**src/rtl/pci_wr_pkg.sv**
```systemverilog
package pci_wr_pkg;

  localparam logic [3:0] CMD_IO_WRITE  = 4'b0011;
  localparam logic [3:0] CMD_MEM_WRITE = 4'b0111;

  typedef enum logic [2:0] {
    ST_IDLE,
    ST_DECODE,
    ST_CLAIM,
    ST_XFER,
    ST_STOPHOLD,
    ST_RELEASE,
    ST_WAITIDLE
  } tgt_state_e;

  typedef struct packed {
    logic devsel_en;
    logic devsel_n;
    logic trdy_en;
    logic trdy_n;
    logic stop_en;
    logic stop_n;
  } tgt_drive_t;

  function automatic logic is_io_write(input logic [3:0] cmd);
    return cmd == CMD_IO_WRITE;
  endfunction

  function automatic logic is_mem_write(input logic [3:0] cmd);
    return cmd == CMD_MEM_WRITE;
  endfunction

endpackage

```
**src/rtl/pci_wr_decode.sv**
```systemverilog
module pci_wr_decode #(
  parameter int BASE_W = 24
) (
  input  logic [3:0]        cmd,
  input  logic [BASE_W-1:0] addr_upper,
  input  logic [BASE_W-1:0] io_window,
  input  logic [BASE_W-1:0] mem_window,
  output logic              addr_hit
);
  import pci_wr_pkg::*;

  function automatic logic window_match(input logic [3:0] c,
                                        input logic [BASE_W-1:0] up,
                                        input logic [BASE_W-1:0] io_b,
                                        input logic [BASE_W-1:0] mem_b);
    logic io_ok;
    logic mem_ok;
    io_ok  = is_io_write(c)  && (up == io_b);
    mem_ok = is_mem_write(c) && (up == mem_b);
    return io_ok || mem_ok;
  endfunction

  always_comb addr_hit = window_match(cmd, addr_upper, io_window, mem_window);

endmodule

```
**src/rtl/pci_wr_fsm.sv**
```systemverilog
module pci_wr_fsm #(
  parameter int DECODE_CYC = 2,
  parameter int TRDY_WAIT  = 2
) (
  input  logic                   clk,
  input  logic                   rst_n,
  input  logic                   frame_n,
  input  logic                   irdy_n,
  input  logic                   addr_hit,
  output pci_wr_pkg::tgt_state_e state,
  output logic                   burst,
  output logic                   addr_phase,
  output logic                   claim,
  output logic                   data_take
);
  import pci_wr_pkg::*;

  localparam int MAX_CYC = (DECODE_CYC > TRDY_WAIT) ? DECODE_CYC : TRDY_WAIT;
  localparam int CNT_W   = $clog2(MAX_CYC + 1);
  localparam logic [CNT_W-1:0] DEC_LAST  = CNT_W'(DECODE_CYC);
  localparam logic [CNT_W-1:0] WAIT_LAST = CNT_W'(TRDY_WAIT);
  localparam logic [CNT_W-1:0] CNT_ONE   = CNT_W'(1);

  tgt_state_e       state_q, state_d;
  logic [CNT_W-1:0] cnt_q, cnt_d;
  logic             burst_q, burst_d;

  always_comb addr_phase = (state_q == ST_IDLE) && !frame_n;
  always_comb claim      = addr_phase && addr_hit;
  always_comb data_take  = (state_q == ST_XFER);

  always_comb begin
    state_d = state_q;
    cnt_d   = cnt_q;
    burst_d = burst_q;
    unique case (state_q)
      ST_IDLE: begin
        if (!frame_n) begin
          state_d = addr_hit ? ST_DECODE : ST_WAITIDLE;
          cnt_d   = CNT_ONE;
          burst_d = 1'b0;
        end
      end
      ST_DECODE: begin
        if (cnt_q == DEC_LAST) begin
          state_d = ST_CLAIM;
          cnt_d   = CNT_ONE;
        end else begin
          cnt_d = cnt_q + CNT_ONE;
        end
      end
      ST_CLAIM: begin
        if (cnt_q == WAIT_LAST) begin
          if (!irdy_n) begin
            state_d = ST_XFER;
            burst_d = !frame_n;
          end
        end else begin
          cnt_d = cnt_q + CNT_ONE;
        end
      end
      ST_XFER: begin
        state_d = (burst_q && !frame_n) ? ST_STOPHOLD : ST_RELEASE;
      end
      ST_STOPHOLD: begin
        if (frame_n) state_d = ST_RELEASE;
      end
      ST_RELEASE: begin
        state_d = ST_WAITIDLE;
      end
      ST_WAITIDLE: begin
        if (frame_n && irdy_n) state_d = ST_IDLE;
      end
      default: state_d = ST_IDLE;
    endcase
  end

  always_ff @(posedge clk or negedge rst_n) begin
    if (!rst_n) begin
      state_q <= ST_IDLE;
      cnt_q   <= '0;
      burst_q <= 1'b0;
    end else begin
      state_q <= state_d;
      cnt_q   <= cnt_d;
      burst_q <= burst_d;
    end
  end

  assign state = state_q;
  assign burst = burst_q;

endmodule

```
**src/rtl/pci_wr_drive.sv**
```systemverilog
module pci_wr_drive (
  input  pci_wr_pkg::tgt_state_e state,
  input  logic                   burst,
  output pci_wr_pkg::tgt_drive_t drv
);
  import pci_wr_pkg::*;

  function automatic tgt_drive_t pattern(input logic en, input logic dev_n,
                                         input logic trdy_n, input logic stop_n);
    tgt_drive_t p;
    p.devsel_en = en;
    p.devsel_n  = dev_n;
    p.trdy_en   = en;
    p.trdy_n    = trdy_n;
    p.stop_en   = en;
    p.stop_n    = stop_n;
    return p;
  endfunction

  always_comb begin
    unique case (state)
      ST_CLAIM:    drv = pattern(1'b1, 1'b0, 1'b1, 1'b1);
      ST_XFER:     drv = pattern(1'b1, 1'b0, 1'b0, !burst);
      ST_STOPHOLD: drv = pattern(1'b1, 1'b0, 1'b1, 1'b0);
      ST_RELEASE:  drv = pattern(1'b1, 1'b1, 1'b1, 1'b1);
      default:     drv = pattern(1'b0, 1'b1, 1'b1, 1'b1);
    endcase
  end

endmodule

```
**src/rtl/pci_wr_latch.sv**
```systemverilog
module pci_wr_latch #(
  parameter int AD_W = 32
) (
  input  logic            clk,
  input  logic            rst_n,
  input  logic [AD_W-1:0] ad,
  input  logic            addr_phase,
  input  logic            data_take,
  output logic            wr_stb,
  output logic [AD_W-3:0] wr_addr,
  output logic [AD_W-1:0] wr_data
);
  logic [AD_W-3:0] addr_q;

  always_ff @(posedge clk or negedge rst_n) begin
    if (!rst_n) begin
      addr_q  <= '0;
      wr_addr <= '0;
      wr_data <= '0;
      wr_stb  <= 1'b0;
    end else begin
      wr_stb <= data_take;
      if (addr_phase) addr_q <= ad[AD_W-1:2];
      if (data_take) begin
        wr_addr <= addr_q;
        wr_data <= ad;
      end
    end
  end

endmodule

```
**src/rtl/pci_wr_target.sv**
```systemverilog
module pci_wr_target #(
  parameter int AD_W       = 32,
  parameter int BASE_W     = 24,
  parameter int DECODE_CYC = 2,
  parameter int TRDY_WAIT  = 2
) (
  input  logic              clk,
  input  logic              rst_n,
  input  logic              bus_frame_n,
  input  logic              bus_irdy_n,
  input  logic [3:0]        bus_cbe_n,
  input  logic [AD_W-1:0]   bus_ad,
  input  logic [BASE_W-1:0] io_window,
  input  logic [BASE_W-1:0] mem_window,
  output logic              tgt_devsel_n,
  output logic              tgt_devsel_en,
  output logic              tgt_trdy_n,
  output logic              tgt_trdy_en,
  output logic              tgt_stop_n,
  output logic              tgt_stop_en,
  output logic              wr_stb,
  output logic [AD_W-3:0]   wr_addr,
  output logic [AD_W-1:0]   wr_data
);
  import pci_wr_pkg::*;

  tgt_state_e state;
  tgt_drive_t drv;
  logic       burst;
  logic       addr_hit;
  logic       addr_phase;
  logic       claim;
  logic       data_take;

  pci_wr_decode #(.BASE_W(BASE_W)) u_decode (
    .cmd        (bus_cbe_n),
    .addr_upper (bus_ad[AD_W-1 -: BASE_W]),
    .io_window  (io_window),
    .mem_window (mem_window),
    .addr_hit   (addr_hit)
  );

  pci_wr_fsm #(.DECODE_CYC(DECODE_CYC), .TRDY_WAIT(TRDY_WAIT)) u_fsm (
    .clk        (clk),
    .rst_n      (rst_n),
    .frame_n    (bus_frame_n),
    .irdy_n     (bus_irdy_n),
    .addr_hit   (addr_hit),
    .state      (state),
    .burst      (burst),
    .addr_phase (addr_phase),
    .claim      (claim),
    .data_take  (data_take)
  );

  pci_wr_drive u_drive (
    .state (state),
    .burst (burst),
    .drv   (drv)
  );

  pci_wr_latch #(.AD_W(AD_W)) u_latch (
    .clk        (clk),
    .rst_n      (rst_n),
    .ad         (bus_ad),
    .addr_phase (addr_phase),
    .data_take  (data_take),
    .wr_stb     (wr_stb),
    .wr_addr    (wr_addr),
    .wr_data    (wr_data)
  );

  assign tgt_devsel_n  = drv.devsel_n;
  assign tgt_devsel_en = drv.devsel_en;
  assign tgt_trdy_n    = drv.trdy_n;
  assign tgt_trdy_en   = drv.trdy_en;
  assign tgt_stop_n    = drv.stop_n;
  assign tgt_stop_en   = drv.stop_en;

endmodule

```
**config.mk**
```make
export PLATFORM = sky130hd
export DESIGN_NAME = pci_wr_target
export DESIGN_NICKNAME = d
export VERILOG_FILES = /design/src/rtl/pci_wr_pkg.sv /design/src/rtl/pci_wr_decode.sv /design/src/rtl/pci_wr_fsm.sv /design/src/rtl/pci_wr_drive.sv /design/src/rtl/pci_wr_latch.sv /design/src/rtl/pci_wr_target.sv
export SDC_FILE = /design/constraint.sdc
export NUM_CORES = 1
export LEC_CHECK = 0
export ABC_AREA = 1
export BUFFER_PORTS_ARGS = -buffer_cell sky130_fd_sc_hd__buf_2
export CORE_MARGIN = 5
export CORE_UTILIZATION = 50
export DETAILED_ROUTE_END_ITERATION = 16
export PLACE_DENSITY_LB_ADDON = 0.25
export SLEW_MARGIN = 25
export SYNTH_ARGS = -nofsm -noshare
export SYNTH_HDL_FRONTEND = slang
export SYNTH_SLANG_ARGS = --single-unit
```
**constraint.sdc**
```tcl
create_clock -name clk -period 2 [get_ports clk]
set_input_delay 0.1 -clock clk [delete_from_list [all_inputs] [get_ports clk]]
set_output_delay 0.1 -clock clk [all_outputs]
set_load 0.03 [all_outputs]
```
==> results.json <==
{
  "outcome": "finished clean",
  "tightest_slew_ps": 615,
  "port_buffers": 156,
  "final_common_cell": "nand2_1",
  "critPathRequiredTime_ps": 1900,
  "synth_top_family_by_area": "simple AND/OR/NAND/NOR gates",
  "wl_per_cell_um": 13.4,
  "p_leak_nw": 3.38,
  "cp_cell_sequence": "inv_2 -> nor3_4 -> inv_4 -> buf_4 -> buf_2",
  "r2r-start": "u_fsm.state[0]$_DFFE_PN0P_",
  "fp.dieH_um": 106,
  "maxCapViolCount": 0,
  "io_pins": 157,
  "hold_path.startpoint": "bus_ad[6]",
  "start_util_pct": 50.6,
  "synth.area.top_cells": "dfrtp_1 (53%), nand2_1 (20%), inv_1 (4.9%)",
  "synthDistinctLibCells": 23,
  "cts_buffers": 9,
  "dieArea_um2": 11300,
  "areaGrowthSynthToFinish_pct": 26.2,
  "fp.dieW_um": 106,
  "antenna_found_initial": 0,
  "worst-path-stages": 5,
  "cp.buffers_inverters": 4,
  "synth_cells": 585,
  "cts_num_sinks": 99,
  "cp-start-kind": "register",
  "cp_slowest_cell": "dfrtp_2",
  "finalSetupTns_ps": 0,
  "core_area_um2": 9150,
  "ys_warn_count": 0,
  "cts_tree": "built",
  "crit_type": "reg2out",
  "grt_pass1_vias": 4041,
  "synth-seq-cells": 99,
  "pwr_density_cell_nw_per_um2": 1520,
  "cts_root_buffer": "clkbuf_8",
  "finalWeightedCongestion": 0.823,
  "most-common-layout-cells": "nand2_1 (248), buf_2 (154), dfrtp_1 (97), inv_1 (61), o21ai_1 (34)",
  "first_pass_iters": 4,
  "ant_nets": 0,
  "avgSynthCellArea_um2": 7.92,
  "finish.utilization_pct": 63.9,
  "max-vdd-ir-drop_uv": 1100,
  "slew_viol_final": 0,
  "synth_mux_area_share_pct": 0,
  "vias": 4139,
  "vias_per_cell": 4.81,
  "ys_seq_area_share_pct": 53.5,
  "netlist_area_um2": 4630,
  "synthAdderAreaFrac_pct": 0.540,
  "skew_ps": 8.55,
  "period_share_pct": 94.8,
  "stdcell_count": 860,
  "p_total_w": 0.00887,
  "max_stage_delay_ps": 480,
  "nNetsFinal": 835,
  "worstSkewPairLatency_ps": 350,
  "synth-simple-area-share_pct": 24.9,
  "crit_path_end_kind": "primary output",
  "totalWireLength_um": 11500,
  "cts_setup_buffers": 0,
  "dp.cells": 838,
  "hold_ws_ps": 21.4,
  "fillers": 791,
  "cts_max_path_buffers": 2,
  "row_count": 35,
  "grt_pass1_wl_um": 18700,
  "grt.overflow.total": 0,
  "drc": 0,
  "grt_max_degree": 49,
  "cts_max_level": 3,
  "antenna_cells": 0,
  "yosys.area.top_type_share_pct": 53.5,
  "r2r_setup_slack_ps": 450,
  "r2r_end": "u_fsm.state[2]$_DFFE_PN0P_",
  "r2r_cells": 9,
  "clkSlewWorstSetupHoldPaths_ps": 90,
  "grt_setup_unrepaired": "yes",
  "synth_compound_area_share_pct": 8.30,
  "period_minus_slack_ps": 1900,
  "fmax_mhz": 527,
  "drtIter0Drc": 176,
  "synth_area_leader_cell": "dfrtp_1",
  "post_synth_xor_area_fraction_pct": 5.11,
  "hpwl_um": 8900,
  "grt_usage_pct": 20.7,
  "crit_arrival_ps": 1800,
  "drive_gt1_share_pct": 25.5,
  "critPathTopFamily": "buffers and inverters",
  "hold_viol_final": 0,
  "path_max_fanout": 24,
  "min_path_type": "in2reg",
  "whs_path_depth": 3,
  "finalSetupViolations": 0,
  "syn_nets": 675,
  "relSlewSlack_pct": 59.0,
  "min_to": "u_latch.wr_data[6]$_DFFE_PN0P_"
}
how the worst max path moves through the flow:
stage                                     from      endpoint
floorplan           u_fsm.state[2]$_DFFE_PN0P_  tgt_devsel_n
CTS                 u_fsm.state[1]$_DFFE_PN0P_    tgt_trdy_n
detailed placement  u_fsm.state[1]$_DFFE_PN0P_    tgt_trdy_n
finish              u_fsm.state[1]$_DFFE_PN0P_    tgt_trdy_n
global route        u_fsm.state[1]$_DFFE_PN0P_    tgt_trdy_n
global placement    u_fsm.state[1]$_DFFE_PN0P_    tgt_trdy_n
through the flow:
stage | instance area (um^2) | setup slack, ps
final | 5850 | 103
after global routing | 5850 | -12.0
after CTS | 5820 | -2.16
after detailed placement | 5540 | 379
after global placement | 5540 | 453
after floorplan | 4630 | 291
kinds of logic after synthesis:
group,Yosys count
simple gates,296
flops,99
buf+inv,87
compound gates,74
xor+xnor,27
fa+ha+maj,2
area by class of cell:
type	instances	area [um^2]	area share (%)
Clock buffer	10	138	2.35
Clock inverter	5	85.1	1.46
Inverter	64	243	4.15
Multi-Input combinational cell	399	1810	31.0
Sequential cell	99	2480	42.4
Tap cell	111	139	2.38
Timing Repair Buffer	172	948	16.2
Yosys cell counts (all sizes together):
| library cell | n |
|---|---|
| nand2 | 249 |
| dfrtp | 99 |
| inv | 64 |
| o21ai | 63 |
| nor2 | 31 |
| xor2 | 19 |
| buf | 13 |
| clkbuf | 10 |
| nand3 | 9 |
| xnor2 | 8 |
| a21oi | 6 |
| nor3 | 6 |
| a211oi | 3 |
| ha | 2 |
| nand3b | 1 |
| o2111ai | 1 |
| o31ai | 1 |
flip-flops by register name (all words and copies together), names as in the netlist:
name,flops
u_latch.wr_data,32
u_latch.addr_q,30
u_latch.wr_addr,30
u_fsm.state,3
u_fsm.cnt_q,2
u_fsm.burst,1
u_latch.wr_stb,1
per-layer routing:
layer / vias to the layer above / track usage, % / wire [um] / share of wire (%)
met5: - / 0 / 0 / 0
met4: 0 / 6.66 / 351 / 3.0
met3: 27 / 5.28 / 758 / 6.6
met2: 135 / 36.2 / 5660 / 49
met1: 1872 / 24.9 / 4760 / 41
li1: 2105 / - / - / -
power by group:
part | leakage (nW) | internal (W) | switching [W]
Sequential | 1.24 | 0.00291 | 0.000538
Clock | 0.109 | 0.000739 | 0.000678
Combinational | 2.04 | 0.00122 | 0.00279
Total | 3.38 | 0.00487 | 0.00401
worst min-delay path, cell delays in order:
cell and delay, ps:
buf_2 100, inv_1 70, o21ai_1 70
repair_timing:
item | 4_1_cts | 5_1_grt
setup endpoints to repair | 2 | 2
gates resized for setup | 2 | 5
hold buffers | 6 | 1
endpoints found under the hold margin | 51 | 1
(Power assumes the default switching activity.)
